$ cat src/rtl/busseq_pkg.sv
// Shared types for the bus-cycle sequencer: selector codes, T-state codes,
// machine-cycle kinds and the per-cycle step descriptor.
package busseq_pkg;

    typedef enum logic [2:0] {
        SEL_STIDX = 3'd0,
        SEL_HL2SP = 3'd1,
        SEL_IX2SP = 3'd2,
        SEL_XINC  = 3'd3,
        SEL_XDEC  = 3'd4,
        SEL_POP   = 3'd5,
        SEL_PUSH  = 3'd6,
        SEL_NONE  = 3'd7
    } sel_e;

    typedef enum logic [2:0] {
        TS_IDLE = 3'd0,
        TS_T1   = 3'd1,
        TS_T2   = 3'd2,
        TS_T3   = 3'd3,
        TS_TI   = 3'd4
    } ts_e;

    typedef enum logic [2:0] {
        MK_FETCH,
        MK_OPRD,
        MK_MRD,
        MK_MWR,
        MK_INT
    } kind_e;

    typedef enum logic [3:0] {
        AS_NONE,
        AS_PC,
        AS_MN,
        AS_MN1,
        AS_HL,
        AS_DE,
        AS_SP,
        AS_SP1,
        AS_SPM1,
        AS_SPM2
    } asel_e;

    typedef enum logic [1:0] {
        DS_NONE,
        DS_IDXL,
        DS_IDXH,
        DS_BYTE
    } dsel_e;

    typedef enum logic [2:0] {
        CS_NONE,
        CS_N,
        CS_M,
        CS_BYTE,
        CS_LO,
        CS_HI
    } csel_e;

    typedef struct packed {
        kind_e kind;
        asel_e asel;
        dsel_e dsel;
        csel_e csel;
        logic  last;
    } step_t;

    // Build one step descriptor.
    function automatic step_t mk_step(kind_e k, asel_e a, dsel_e d, csel_e c, logic l);
        step_t s;
        s.kind = k;
        s.asel = a;
        s.dsel = d;
        s.csel = c;
        s.last = l;
        return s;
    endfunction

endpackage

$ cat src/rtl/busseq_plan.sv
// Machine-cycle plan: maps a selector and a machine-cycle index to the kind
// of cycle, its address source, its write-data source, its capture target
// and whether it is the final cycle. Purely combinational.
// Assumes: an index past the end of a sequence yields an inert last step.
module busseq_plan
    import busseq_pkg::*;
#(
    parameter int MCW = 3
) (
    input  sel_e           sel,
    input  logic [MCW-1:0] mc,
    output step_t          step
);

    localparam step_t FETCH = '{kind: MK_FETCH, asel: AS_PC, dsel: DS_NONE, csel: CS_NONE, last: 1'b0};
    localparam step_t INERT = '{kind: MK_INT, asel: AS_NONE, dsel: DS_NONE, csel: CS_NONE, last: 1'b1};

    // Look up the step for (sel, mc).
    always_comb begin
        step = INERT;
        unique case (sel)
            SEL_STIDX: begin
                case (mc)
                    MCW'(0), MCW'(1): step = FETCH;
                    MCW'(2):          step = mk_step(MK_OPRD, AS_PC,   DS_NONE, CS_N,    1'b0);
                    MCW'(3):          step = mk_step(MK_OPRD, AS_PC,   DS_NONE, CS_M,    1'b0);
                    MCW'(4):          step = mk_step(MK_INT,  AS_NONE, DS_NONE, CS_NONE, 1'b0);
                    MCW'(5):          step = mk_step(MK_MWR,  AS_MN,   DS_IDXL, CS_NONE, 1'b0);
                    MCW'(6):          step = mk_step(MK_MWR,  AS_MN1,  DS_IDXH, CS_NONE, 1'b1);
                    default:          step = INERT;
                endcase
            end
            SEL_HL2SP: begin
                case (mc)
                    MCW'(0): step = FETCH;
                    MCW'(1): step = mk_step(MK_INT, AS_NONE, DS_NONE, CS_NONE, 1'b1);
                    default: step = INERT;
                endcase
            end
            SEL_IX2SP: begin
                case (mc)
                    MCW'(0), MCW'(1): step = FETCH;
                    MCW'(2):          step = mk_step(MK_INT, AS_NONE, DS_NONE, CS_NONE, 1'b1);
                    default:          step = INERT;
                endcase
            end
            SEL_XINC, SEL_XDEC: begin
                case (mc)
                    MCW'(0), MCW'(1): step = FETCH;
                    MCW'(2):          step = mk_step(MK_MRD, AS_HL, DS_NONE, CS_BYTE, 1'b0);
                    MCW'(3):          step = mk_step(MK_MWR, AS_DE, DS_BYTE, CS_NONE, 1'b1);
                    default:          step = INERT;
                endcase
            end
            SEL_POP: begin
                case (mc)
                    MCW'(0), MCW'(1): step = FETCH;
                    MCW'(2):          step = mk_step(MK_MRD, AS_SP,  DS_NONE, CS_LO, 1'b0);
                    MCW'(3):          step = mk_step(MK_MRD, AS_SP1, DS_NONE, CS_HI, 1'b1);
                    default:          step = INERT;
                endcase
            end
            SEL_PUSH: begin
                case (mc)
                    MCW'(0), MCW'(1): step = FETCH;
                    MCW'(2):          step = mk_step(MK_MWR, AS_SPM1, DS_IDXH, CS_NONE, 1'b0);
                    MCW'(3):          step = mk_step(MK_MWR, AS_SPM2, DS_IDXL, CS_NONE, 1'b1);
                    default:          step = INERT;
                endcase
            end
            default: step = INERT;
        endcase
    end

endmodule

$ cat src/rtl/busseq_timer.sv
// T-state and machine-cycle counter. Advances T1->T2->T3 for bus cycles and
// spends one clock in Ti for internal cycles, then steps to the next
// machine cycle or returns to idle after the final one.
// Assumes: accept is only raised while idle; the first cycle is a bus cycle.
module busseq_timer
    import busseq_pkg::*;
#(
    parameter int MCW = 3
) (
    input  logic           clk,
    input  logic           rst_n,
    input  logic           accept,
    input  logic           cur_last,
    input  logic           nxt_int,
    output ts_e            ts,
    output logic [MCW-1:0] mc,
    output logic           mc_end,
    output logic           finish
);

    localparam logic [MCW-1:0] MC_ONE = MCW'(1);

    // End of the current machine cycle and of the whole instruction.
    always_comb begin
        mc_end = (ts == TS_T3) || (ts == TS_TI);
        finish = mc_end && cur_last;
    end

    // Step the T-state and the machine-cycle index.
    always_ff @(posedge clk) begin
        if (!rst_n) begin
            ts <= TS_IDLE;
            mc <= '0;
        end else if (accept) begin
            ts <= TS_T1;
            mc <= '0;
        end else begin
            unique case (ts)
                TS_T1: ts <= TS_T2;
                TS_T2: ts <= TS_T3;
                TS_T3, TS_TI: begin
                    if (cur_last) begin
                        ts <= TS_IDLE;
                        mc <= '0;
                    end else begin
                        ts <= nxt_int ? TS_TI : TS_T1;
                        mc <= mc + MC_ONE;
                    end
                end
                default: ts <= TS_IDLE;
            endcase
        end
    end

endmodule

$ cat src/rtl/busseq_regs.sv
// Register state of the sequencer: loads the caller's register values on
// accept, advances PC per fetched byte, captures read bytes at the end of
// read cycles and applies the instruction's register updates at finish.
// Assumes: captures happen only on read steps; finish is a single clock.
module busseq_regs
    import busseq_pkg::*;
#(
    parameter int DW = 8
) (
    input  logic         clk,
    input  logic         rst_n,
    input  logic         accept,
    input  sel_e         sel_in,
    input  logic [2*DW-1:0] pc_i,
    input  logic [2*DW-1:0] hl_i,
    input  logic [2*DW-1:0] de_i,
    input  logic [2*DW-1:0] bc_i,
    input  logic [2*DW-1:0] sp_i,
    input  logic [2*DW-1:0] idx_i,
    input  logic [DW-1:0]   rdata,
    input  step_t           step,
    input  logic            mc_end,
    input  logic            finish,
    output sel_e            sel_q,
    output logic [2*DW-1:0] pc_q,
    output logic [2*DW-1:0] hl_q,
    output logic [2*DW-1:0] de_q,
    output logic [2*DW-1:0] bc_q,
    output logic [2*DW-1:0] sp_q,
    output logic [2*DW-1:0] idx_q,
    output logic [2*DW-1:0] mn_q,
    output logic [DW-1:0]   xbyte_q
);

    localparam int AW = 2 * DW;
    localparam logic [AW-1:0] ONE = AW'(1);
    localparam logic [AW-1:0] TWO = AW'(2);

    logic [DW-1:0] pop_lo_q;
    logic          fetch_like;

    // Cycles that consume a byte from the instruction stream.
    always_comb fetch_like = (step.kind == MK_FETCH) || (step.kind == MK_OPRD);

    // Load, capture and update the register set.
    always_ff @(posedge clk) begin
        if (!rst_n) begin
            sel_q    <= SEL_NONE;
            pc_q     <= '0;
            hl_q     <= '0;
            de_q     <= '0;
            bc_q     <= '0;
            sp_q     <= '0;
            idx_q    <= '0;
            mn_q     <= '0;
            xbyte_q  <= '0;
            pop_lo_q <= '0;
        end else if (accept) begin
            sel_q <= sel_in;
            pc_q  <= pc_i;
            hl_q  <= hl_i;
            de_q  <= de_i;
            bc_q  <= bc_i;
            sp_q  <= sp_i;
            idx_q <= idx_i;
        end else begin
            if (mc_end && fetch_like) begin
                pc_q <= pc_q + ONE;
            end
            if (mc_end) begin
                unique case (step.csel)
                    CS_N:    mn_q[DW-1:0]  <= rdata;
                    CS_M:    mn_q[AW-1:DW] <= rdata;
                    CS_BYTE: xbyte_q       <= rdata;
                    CS_LO:   pop_lo_q      <= rdata;
                    CS_HI:   idx_q         <= {rdata, pop_lo_q};
                    default: ;
                endcase
            end
            if (finish) begin
                unique case (sel_q)
                    SEL_HL2SP: sp_q <= hl_q;
                    SEL_IX2SP: sp_q <= idx_q;
                    SEL_XINC: begin
                        hl_q <= hl_q + ONE;
                        de_q <= de_q + ONE;
                        bc_q <= bc_q - ONE;
                    end
                    SEL_XDEC: begin
                        hl_q <= hl_q - ONE;
                        de_q <= de_q - ONE;
                        bc_q <= bc_q - ONE;
                    end
                    SEL_POP:  sp_q <= sp_q + TWO;
                    SEL_PUSH: sp_q <= sp_q - TWO;
                    default: ;
                endcase
            end
        end
    end

endmodule

$ cat src/rtl/busseq_top.sv
// Instruction bus-cycle sequencer top. Accepts a start while idle, then
// drives address, write data, output enable and active-low strobes per
// T-state from the plan of the selected instruction. Pulses done one clock
// after the last T-state with the updated registers on the result ports.
// Assumes: rdata is valid at the end of T3 of read cycles; no wait states.
module busseq_top
    import busseq_pkg::*;
#(
    parameter int DW  = 8,
    parameter int MCW = 3
) (
    input  logic              clk,
    input  logic              rst_n,
    input  logic              start,
    input  logic [2:0]        instr_sel,
    input  logic [2*DW-1:0]   pc_in,
    input  logic [2*DW-1:0]   hl_in,
    input  logic [2*DW-1:0]   de_in,
    input  logic [2*DW-1:0]   bc_in,
    input  logic [2*DW-1:0]   sp_in,
    input  logic [2*DW-1:0]   idx_in,
    input  logic [DW-1:0]     rdata,
    output logic [2*DW-1:0]   addr,
    output logic [DW-1:0]     dout,
    output logic              dout_oe,
    output logic              rd_n,
    output logic              wr_n,
    output logic              mreq_n,
    output logic              m1_n,
    output logic [MCW-1:0]    mcyc,
    output logic [2:0]        tstate,
    output logic              busy,
    output logic              done,
    output logic [2*DW-1:0]   pc_out,
    output logic [2*DW-1:0]   hl_out,
    output logic [2*DW-1:0]   de_out,
    output logic [2*DW-1:0]   bc_out,
    output logic [2*DW-1:0]   sp_out,
    output logic [2*DW-1:0]   idx_out
);

    localparam int AW = 2 * DW;
    localparam logic [AW-1:0] ONE = AW'(1);
    localparam logic [AW-1:0] TWO = AW'(2);

    ts_e            ts;
    logic [MCW-1:0] mc;
    logic           mc_end;
    logic           finish;
    logic           accept;
    sel_e           sel_in;
    sel_e           sel_q;
    step_t          step_v [2];
    step_t          cur;
    logic [AW-1:0]  pc_q, hl_q, de_q, bc_q, sp_q, idx_q, mn_q;
    logic [DW-1:0]  xbyte_q;
    logic           in_bus, late, rd_kind, wr_kind;
    logic [AW-1:0]  addr_mux;
    logic [DW-1:0]  data_mux;

    // Selector decode and start acceptance.
    always_comb begin
        sel_in = sel_e'(instr_sel);
        accept = start && (ts == TS_IDLE) && (sel_in != SEL_NONE);
    end

    // Plan lookups for the current and the following machine cycle.
    for (genvar g = 0; g < 2; g++) begin : g_plan
        busseq_plan #(.MCW(MCW)) u_plan (
            .sel  (sel_q),
            .mc   (mc + MCW'(g)),
            .step (step_v[g])
        );
    end

    always_comb cur = step_v[0];

    busseq_timer #(.MCW(MCW)) u_timer (
        .clk      (clk),
        .rst_n    (rst_n),
        .accept   (accept),
        .cur_last (cur.last),
        .nxt_int  (step_v[1].kind == MK_INT),
        .ts       (ts),
        .mc       (mc),
        .mc_end   (mc_end),
        .finish   (finish)
    );

    busseq_regs #(.DW(DW)) u_regs (
        .clk     (clk),
        .rst_n   (rst_n),
        .accept  (accept),
        .sel_in  (sel_in),
        .pc_i    (pc_in),
        .hl_i    (hl_in),
        .de_i    (de_in),
        .bc_i    (bc_in),
        .sp_i    (sp_in),
        .idx_i   (idx_in),
        .rdata   (rdata),
        .step    (cur),
        .mc_end  (mc_end),
        .finish  (finish),
        .sel_q   (sel_q),
        .pc_q    (pc_q),
        .hl_q    (hl_q),
        .de_q    (de_q),
        .bc_q    (bc_q),
        .sp_q    (sp_q),
        .idx_q   (idx_q),
        .mn_q    (mn_q),
        .xbyte_q (xbyte_q)
    );

    // Address and write-data source selection.
    always_comb begin
        unique case (cur.asel)
            AS_PC:   addr_mux = pc_q;
            AS_MN:   addr_mux = mn_q;
            AS_MN1:  addr_mux = mn_q + ONE;
            AS_HL:   addr_mux = hl_q;
            AS_DE:   addr_mux = de_q;
            AS_SP:   addr_mux = sp_q;
            AS_SP1:  addr_mux = sp_q + ONE;
            AS_SPM1: addr_mux = sp_q - ONE;
            AS_SPM2: addr_mux = sp_q - TWO;
            default: addr_mux = '0;
        endcase
        unique case (cur.dsel)
            DS_IDXL: data_mux = idx_q[DW-1:0];
            DS_IDXH: data_mux = idx_q[AW-1:DW];
            DS_BYTE: data_mux = xbyte_q;
            default: data_mux = '0;
        endcase
    end

    // Strobe and bus-drive decode from T-state and cycle kind.
    always_comb begin
        in_bus  = (ts == TS_T1) || (ts == TS_T2) || (ts == TS_T3);
        late    = (ts == TS_T2) || (ts == TS_T3);
        rd_kind = (cur.kind == MK_FETCH) || (cur.kind == MK_OPRD) || (cur.kind == MK_MRD);
        wr_kind = (cur.kind == MK_MWR);
        mreq_n  = !(late && (rd_kind || wr_kind));
        rd_n    = !(late && rd_kind);
        wr_n    = !(late && wr_kind);
        m1_n    = !(in_bus && (cur.kind == MK_FETCH));
        dout_oe = in_bus && wr_kind;
        addr    = in_bus ? addr_mux : '0;
        dout    = dout_oe ? data_mux : '0;
        mcyc    = mc;
        tstate  = ts;
        busy    = (ts != TS_IDLE);
    end

    // Completion pulse, one clock after the last T-state.
    always_ff @(posedge clk) begin
        if (!rst_n) done <= 1'b0;
        else        done <= finish && busy;
    end

    // Result ports.
    always_comb begin
        pc_out  = pc_q;
        hl_out  = hl_q;
        de_out  = de_q;
        bc_out  = bc_q;
        sp_out  = sp_q;
        idx_out = idx_q;
    end

endmodule

$ cat config.mk
export PLATFORM = sky130hd
export DESIGN_NAME = busseq_top
export DESIGN_NICKNAME = d
export VERILOG_FILES = /design/src/rtl/busseq_pkg.sv /design/src/rtl/busseq_plan.sv /design/src/rtl/busseq_timer.sv /design/src/rtl/busseq_regs.sv /design/src/rtl/busseq_top.sv
export SDC_FILE = /design/constraint.sdc
export NUM_CORES = 1
export LEC_CHECK = 0
export BUFFER_PORTS_ARGS = -buffer_cell sky130_fd_sc_hd__buf_4
export CAP_MARGIN = 20
export CORE_ASPECT_RATIO = 1.75
export CORE_MARGIN = 3
export CORE_UTILIZATION = 40
export CTS_CLUSTER_SIZE = 10
export DETAILED_ROUTE_END_ITERATION = 12
export PLACE_DENSITY = 0.61
export SLEW_MARGIN = 10
export SYNTH_ARGS = -nofsm -noshare
export SYNTH_HDL_FRONTEND = slang
export SYNTH_SLANG_ARGS = --single-unit
$ cat constraint.sdc
create_clock -name clk -period 3.6 [get_ports clk]
set_input_delay 0 -clock clk [delete_from_list [all_inputs] [get_ports clk]]
set_output_delay 0 -clock clk [all_outputs]
set_load 0.005 [all_outputs]
Word level (Yosys, flattened, before mapping) --
Cells that the tools add are included.
Storage, ports and cells: register bits 138, input port bits 110
Operators by class: bitwise logic cells 2, add/sub/neg operators 12, reductions and logical operators 47, multiplexer cells 40, equality and inequality tests 44
Operators by type and width (count):
- $pmux 13 s6 | 4
- $mux 16 | 15
- $pmux 13 s3 | 6
- $pmux 16 s9 | 1
- $add 16x1->16 const B | 5
- $pmux 16 s2 | 2
- $pmux 16 s4 | 1
- $sub 16x1->16 const B | 4
- $mux 13 | 4
- $eq 3x3->1 const B | 13
- $eq 3x2->1 const B | 12
- $pmux 8 s3 | 1
- $eq 3x1->1 const B | 6
- $add 16x2->16 const B | 1
- $eq 4x3->1 const B | 4
- $sub 16x2->16 const B | 1
- $logic_not 3->1 | 5
- $reduce_and 3->1 | 4
- $logic_and 1x1->1 | 10
- $reduce_bool 2->1 | 5
- $reduce_or 2->1 | 5
- $mux 3 | 3
- $pmux 3 s3 | 1
- $eq 4x2->1 const B | 2
- 14 further kinds | 30

Logic depth before layout (Yosys ltp) --
Gate-level depths: netlist of the first run.
word-level depth 10, depth in mapped cells 17, gate-level depth less buffers 15

By module --
Synthesis of the first run repeated with hierarchy kept, for this count alone.
Unflattened totals: cell total of the unflattened synthesis 1545, area, all modules 11851.4 µm²
By module, submodules not included:
- busseq_regs | sequential area each 2622.5 µm², cells an instance 970, area an instance 8077.7 µm², times used 1
- busseq_top | sequential area each 20.0 µm², cells an instance 387, area an instance 2522.4 µm², times used 1
- busseq_plan | sequential area each 0.0 µm², cells an instance 77, area an instance 474.2 µm², times used 2
- busseq_timer | sequential area each 120.1 µm², cells an instance 34, area an instance 302.8 µm², times used 1

Worst setup path after synthesis of the first run --
OpenSTA, ideal clock, no wires.
path kind reg2out, start point reg u_timer.mc[0], end point out addr[15], data arrival time 3.953 ns, data required time 3.600 ns, stages on the path, launching flop included 18, path slack -0.353 ns, path through dfxtp_1 -> inv_1 -> ha_1 -> clkbuf_1 -> nor3_1 -> a211o_1 -> and3_1 -> buf_2 -> nand2_1 -> inv_1 -> ha_1 -> a211oi_1 -> o21ai_0 -> a21bo_2 -> o41ai_1 -> o21ai_0 -> and3b_1 -> or3_1
Between the ends: cells in the longest elaborated chain, start to end 7, elaborated cells on any way between the ends 26, those cells by class eq/ne (15); mux (9); reduce/logical (2)
Ends and longest elaborated chain:
- start, declared | line busseq_timer.sv:16 | output logic [MCW-1:0] mc,
- start signal, assigned | line busseq_timer.sv:47 | mc <= mc + MC_ONE;
- $eq 3x1->1 or $logic_not 3->1 (tied branches)
- $reduce_or 2->1
- $pmux 13 s6 (tied with other cells) | line busseq_plan.sv:23 | case (mc)
- $pmux 13 s6 * | line busseq_plan.sv:21 | unique case (sel)
- $eq 4x4->1 (tied with other cells) | line busseq_top.sv:118 | unique case (cur.asel)
- $pmux 16 s9 * | line busseq_top.sv:118
- $mux 16 * | line busseq_top.sv:149 | addr = in_bus ? addr_mux : '0;
- end, declared | line busseq_top.sv:23 | output logic [2*DW-1:0] addr,
Every way passes the cells marked *; elsewhere a longest branch is shown, timed or not.

Worst setup path in the final report of the first run --
start point reg u_timer.mc[0], end point out addr[14]
The elaborated chain is that of the path after synthesis.

==> results of run 1 <==
==> sequential cells by signal, summed over array words and instances, names as in the netlist, 8 cells and up <==
register	count
u_regs.bc_q	16
u_regs.de_q	16
u_regs.hl_q	16
u_regs.idx_q	16
u_regs.mn_q	16
u_regs.pc_q	16
u_regs.sp_q	16
u_regs.pop_lo_q	8
u_regs.xbyte_q	8
==> cell families (layout without fill, tap and decap cells) <==
| group | count (synthesis) | after routing |
|---|---|---|
| AO/OA/AOI/OAI | 490 | 490 |
| XOR/XNOR | 70 | 70 |
| buffers and inverters | 129 | 547 |
| multiplexers | 49 | 49 |
| adder cells (fa/ha/maj) | 58 | 58 |
| AND/OR/NAND/NOR | 486 | 486 |
| flip-flops | 138 | 138 |
==> metal layers <==
layer  global-route usage [%]  vias to the layer above
met3                     6.37                      216
met5                        0                        -
met2                     62.7                      612
met4                     23.5                        0
met1                     38.8                     6292
li1                         -                     6131
==> what timing repair did <==
item | in CTS | in global routing
resized for setup | 50 | 15
hold buffers | 113 | 0
gates cloned | 1 | 0
endpoints found under the hold margin | 129 | 0
setup buffers | 5 | 2
pin swaps | 10 | 2
setup endpoints to repair | 19 | 13
==> layout by cell type (no fill, tap or decap), drive strengths merged, types with 17 or more instances in the layout <==
cell / instances
buf: 371
nor2: 146
nand2: 144
dfxtp: 138
a21oi: 137
dlygate4sd3: 113
o21ai: 96
a22oi: 57
ha: 55
mux2i: 41
xor2: 39
nand3: 38
inv: 38
nor3: 35
xnor2: 31
a31oi: 26
a211oi: 23
o211ai: 20
nand4: 18
a221oi: 18
a21o: 17
clkbuf: 17
==> per-stage QoR <==
stage,instances,setup TNS (ns),power [uW]
floorplan,1420,0,3060
global placement,2005,-0.497,4120
detailed placement,2005,-0.943,4130
CTS,2156,-1.82,5980
global route,2158,-3.57,6280
finish,2158,-2.08,6040
==> power groups by stage <==
stage                     sequential [uW]  combinational, uW  clock, uW
final                                1980               2340       1710
after global routing                 1990               2490       1790
after CTS                            1970               2270       1730
after detailed placement             2000               2130          0
after global placement               2000               2120          0
after floorplan                      1850               1200          0
==> final cells by class <==
type / count / area, um2 / area share (%)
Inverter: 30 / 120 / 0.775
Clock buffer: 17 / 425 / 2.75
Sequential cell: 138 / 2770 / 17.9
Clock inverter: 15 / 133 / 0.856
Multi-Input combinational cell: 1153 / 7700 / 49.7
Timing Repair inverter: 1 / 7.51 / 0.0484
Tap cell: 320 / 400 / 2.58
Timing Repair Buffer: 484 / 3940 / 25.4
==> worst paths after layout <==
check	cells past startpoint	to	slack, ns
hold reg to reg	2	u_regs.bc_q[12]$_SDFFE_PN0P_	0.49
setup reg to reg	14	u_regs.hl_q[15]$_SDFFE_PN0P_	0.30
setup / recovery	17	addr[14]	-0.34
hold / removal	3	u_regs.sp_q[0]$_SDFFE_PN0P_	0.02
==> worst register-to-register path: stages (launching register included) <==
cell and delay (ns):
dfxtp_1 0.31, buf_4 0.17, buf_4 0.21, nor2b_1 0.19, nand2_1 0.12, inv_2 0.26
buf_4 0.26, ha_1 0.32, a211oi_1 0.24, o21bai_1 0.16, a22o_1 0.20, a31oi_1 0.28
a31oi_1 0.17, mux2i_1 0.18, a31oi_1 0.09
==> flow_summary.ini, run 1 <==
[run_status]
run_status = finished with violations
violations = negative setup slack

[floorplan]
die_w_um = 130
initial_core_util_pct = 40.8
core_um2 = 26200
die_y_um = 222
num_rows = 78
ios = 243
die_area_um2 = 28800

[cts]
cts_tree = yes
clkSinkCount = 138
cts_htree_levels = 4
clock_path_buffers = 2
clock-root-buffer = clkbuf_16
path_clk_slew_ns = 0.06
clock_latency_ns = 0.46
cts_buffers = 17

[synth]
synthFlopType = dfxtp_1
synth.cell_area_um2 = 10700
synthSimpleGateAreaFrac_pct = 21.8
muxShareOfSynthArea_pct = 4.69
synth_edf_count = 0
ys_top_cells_by_area = dfxtp_1, ha_1, a21oi_1, nand2_1, nor2_1
synth_nets = 1588
async_reset_ff_share_pct = 0
synth_top_area_share_pct = 25.9
synth_largest_area_cell = dfxtp_1
synth-compound-area-share_pct = 30.0
yosysSeqAreaShare_pct = 25.9
avgSynthCellArea_um2 = 7.52
synth-warning-count = 0
synthTopCellsByCount = nand2_1, nor2_1, dfxtp_1
synth-xor-area-share_pct = 5.74
synth_seq_cells = 138
synth_cells = 1420
synth_top_family_by_area = compound AO/OA/AOI/OAI gates
ys_types = 82
synthAdderAreaFrac_pct = 7.00

[pwr]
powerDensity_nw_per_um2 = 390
ir_worst_vdd_mv = 0.402
p_leak_uw = 0.00661
power_frac_comb_pct = 38.8
p_seq_share_pct = 32.8
switching_share_pct = 40.7
pwr-share-clk_pct = 28.3
power.switching_uw = 2460
internal_power_uw = 3580

[place]
place.gp.congestion = 0.996
io_buffers = 242
dp_hpwl_um = 40200
dpl_cell_area_um2 = 13500
pre_cts_slack_ns = -0.257

[timing]
rsz0062_at_grt = yes
fin_crit_ns = 3.94
setup_slack_ns = -0.340
slew_headroom_pct = 41.0
finalHoldViolations = 0
slew_viol_final = 0
fmax_mhz = 254
tightest_slew_ns = 0.860
skew_ns = 0.0107
post-route-period-util_pct = 109
setup_viol = 10
whs_ns = 0.0168

[finish]
diodes = 0
area_delta_synth_final_pct = 45.1
post-route-util_pct = 59.2
layout-drive-gt1-share_pct = 26.3
fin_nets = 1993
stdcell_area_um2 = 15500
fillers = 2473

[setup_path]
cp_cell_sequence = inv_4 -> ha_4 -> nand2b_1 -> a211o_1 -> and3_4 -> nand2_4 -> clkinvlp_4 -> ha_4 -> buf_6 -> o21a_1 -> o31ai_4 -> a211o_1 -> a21oi_2 -> nor3_1 -> or3b_4 -> a31oi_1 -> buf_4
regToRegStartpoint = u_regs.sel_q[1]$_SDFFE_PN1P_
cp_max_fo = 7
critPathTopFamily = compound AO/OA/AOI/OAI gates
max_stage_delay_ns = 0.41
critPathCaptureType = output pin
cp-start-kind = flip-flop
crit_start = u_timer.mc[0]$_SDFFE_PP0P_
cp.buffers_inverters = 4
cp.required_ns = 3.60
worst-setup-path-type = flip-flop to output pin
cp_slowest_cell = or3b_4
cp.arrival_ns = 3.94

[global_route]
grtUsageTotal_pct = 35.9
grt_first_pass_wirelength_um = 78200
grt_max_degree = 71
overflow = 0
grt_pass1_vias = 13100
antenna_found_initial = 0

[detailed_routing]
wl_um = 53100
route.detailed.drc = 0
drt_iter0_markers = 1013
wl_per_cell_um = 24.6
dr.max_layer_used = met4
firstDrtPassIters = 9
wl_met3_um = 3150
drt-met1-wl_um = 18900
num_vias = 13300
wl_met2_um = 26900
postRouteAntennaNets = 0
viasPerCell = 6.14

[min_path]
worst_hold_path_type = input port to flip-flop
worstHoldStart = sp_in[0]

[job]
maxCapViolations = 0
Note: power is estimated with default switching activity, not from simulation.
==> inputs of run 2 (changes only) <==
--- a/config.mk
+++ b/config.mk
@@ -5,6 +5,7 @@
 export SDC_FILE = /design/constraint.sdc
 export NUM_CORES = 1
 export LEC_CHECK = 0
+export ABC_AREA = 1
 export BUFFER_PORTS_ARGS = -buffer_cell sky130_fd_sc_hd__buf_4
 export CAP_MARGIN = 20
 export CORE_ASPECT_RATIO = 1.75
==> run 2 against run 1 <==
  * The run now ends clean
  * Design area up 4.2%
  * Routed wire length down 0.73%
  * Clock power up 9.9%
  * Combinational power down 14%
  * Synthesized area up 6.7%
  * Count of clock-buffer cells in the layout up 2
  * Highest routed layer unchanged
  * Via count up 7.3%
  * Synthesized cell count up 28%
  * Fmax up 10%
  * Clock skew up 0.0056 ns
  * Sequential share of layout area down 0.70 points
  * Register-to-register slack about the same
==> flow_summary.ini, run 2 <==
[cts]
clock-root-buffer = clkbuf_16
cts_buffers = 17
clock_path_buffers = 2
cts_htree_levels = 4
path_clk_slew_ns = 0.06
clock_latency_ns = 0.46
cts_tree = yes
clkSinkCount = 138

[timing]
tightest_slew_ns = 0.909
fin_crit_ns = 3.58
setup_viol = 0
fmax_mhz = 279
skew_ns = 0.0163
slew_viol_final = 0
rsz0062_at_grt = yes
slew_headroom_pct = 39.3
post-route-period-util_pct = 99.5
finalHoldViolations = 0

[setup_path]
cp_slowest_cell = dfxtp_4
critPathTopFamily = simple AND/OR/NAND/NOR gates
r2r_end = u_regs.hl_q[13]$_SDFFE_PN0P_
rr_worst_depth = 15
critPathCaptureType = output pin
cp.arrival_ns = 3.58
regToRegStartpoint = u_regs.sel_q[1]$_SDFFE_PN1P_
cp.buffers_inverters = 5
max_stage_delay_ns = 0.41
cp_common_cell = nand2_2
cp.required_ns = 3.60
cp-start-kind = flip-flop
cp_max_fo = 6
worst-setup-path-type = flip-flop to output pin
worst-path-stages = 26
r2r_slack_ns = 0.29

[detailed_routing]
firstDrtPassIters = 8
wl_per_cell_um = 20.5
route.detailed.drc = 0
num_vias = 14200
viasPerCell = 5.52
drt_iter0_markers = 912
postRouteAntennaNets = 0
wl_um = 52800

[synth]
synth.cell_area_um2 = 11400
synthFlopType = dfxtp_1
synthTopCellsByCount = nand2_1, nor2_1, a21oi_1, o21ai_0, dfxtp_1
async_reset_ff_share_pct = 0
synth_largest_area_cell = dfxtp_1
synth-warning-count = 0
avgSynthCellArea_um2 = 6.29
synth_edf_count = 0
synth_top_area_share_pct = 24.2
ys_types = 53
yosysSeqAreaShare_pct = 24.2
ys_top_cells_by_area = dfxtp_1, nand2_1, nor2_1, a21oi_1, o21ai_0
synth_seq_cells = 138
synth_nets = 1979
synth_cells = 1811
synthMostInstantiatedCell = nand2_1

[min_path]
worstHoldStart = sp_in[0]
min_to = u_regs.sp_q[0]$_SDFFE_PN0P_
worst_hold_path_type = input port to flip-flop
min_path_cells = 5

[place]
dpl_cell_area_um2 = 13800
dp_hpwl_um = 40900
place.gp.congestion = 1.02
io_buffers = 242

[pwr]
powerDensity_nw_per_um2 = 360
power.total_uw = 5820
p_leak_uw = 0.00718
ir_worst_vdd_mv = 0.396

[global_route]
antenna_found_initial = 0
grt_first_pass_wirelength_um = 79000
overflow = 0
grtUsageTotal_pct = 33.4
grt_max_degree = 91
grt_pass1_vias = 14200

[floorplan]
core_um2 = 28000
die_w_um = 134
num_rows = 81
ios = 243
die_y_um = 229
die_area_um2 = 30600
initial_core_util_pct = 40.7

[job]
maxCapViolations = 0

[finish]
fin_nets = 2356
final_common_cell = nand2_1
layout_common_cells = nand2_1, buf_4, nor2_1
layout-drive-gt1-share_pct = 23.2
area_delta_synth_final_pct = 41.7
diodes = 0
stdcell_area_um2 = 16100

[run_status]
run_status = finished clean
## run 2: where the power goes
| part | internal (uW) | leakage (uW) | switching [uW] |
|---|---|---|---|
| Sequential | 1660 | 0.00113 | 264 |
| Clock | 1080 | 0.000291 | 802 |
| Combinational | 830 | 0.00576 | 1180 |
## run 2: cell type report
class	instances	area, um2
clock buffers	19	453
clock inverters	13	158
fillers	2787	11800
inverters	153	593
multi-input cells	1453	8220
flip-flops and latches	138	2770
well taps	373	467
repair buffers	425	3490
## run 2: how the worst max path moves through the flow
stage,from,to,slack [ns]
final,u_timer.mc[1]$_SDFFE_PP0P_,addr[15],0.02
after global routing,u_timer.mc[1]$_SDFFE_PP0P_,addr[15],-0.17
after floorplan,u_timer.mc[0]$_SDFFE_PP0P_,addr[15],0.30
after CTS,u_timer.mc[0]$_SDFFE_PP0P_,addr[15],0.003
after global placement,u_timer.mc[0]$_SDFFE_PP0P_,addr[15],0.07
after detailed placement,u_timer.mc[0]$_SDFFE_PP0P_,addr[15],0.01
## run 2: logic make-up after synthesis
family / after synthesis / share of synthesized area (%)
AOI/OAI and AO/OA: 430 / 20.9
xor gates and xnor gates: 68 / 5.23
adders and majority gates: 58 / 6.57
buffers and inverters: 220 / 8.02
DFF: 138 / 24.2
muxes: 5 / 0.439
and+or+nand+nor: 892 / 34.6
## run 2: repair_timing
item	4_1_cts	5_1_grt
endpoints found under the setup margin	13	13
hold buffers	108	0
buffers inserted	8	10
hold endpoints to repair	128	0
resized for setup	63	68
pin swaps	17	49
## run 2: layer usage
metal  share of wire, %  wire [um]  global-route usage (%)
met1                 35      18400                    32.8
met2                 52      27300                    62.3
met3                5.4       2870                    6.00
met4                8.0       4200                    22.6
met5                  0          0                       0
## run 2: per-stage QoR
step	instances	setup slack [ns]	hold slack [ns]	TNS, ns	util [%]
floorplan	1811	0.300	0.117	0	-
global placement	2416	0.0685	0.231	0	49.2
detailed placement	2416	0.0107	0.233	0	49.2
CTS	2564	0.00251	0.0914	0	56.4
global route	2574	-0.166	0.116	-0.837	57.7
finish	2574	0.0177	0.111	0	57.7
## run 2: worst reg2reg max path: cells and delay by family, from the launching register on
family | cells | cell delay (ns)
flip-flops | 1 | 0.37
buffers and inverters | 3 | 0.95
AND/OR/NAND/NOR | 6 | 0.62
AO/OA/AOI/OAI | 5 | 0.89
adder cells (fa/ha/maj) | 1 | 0.35
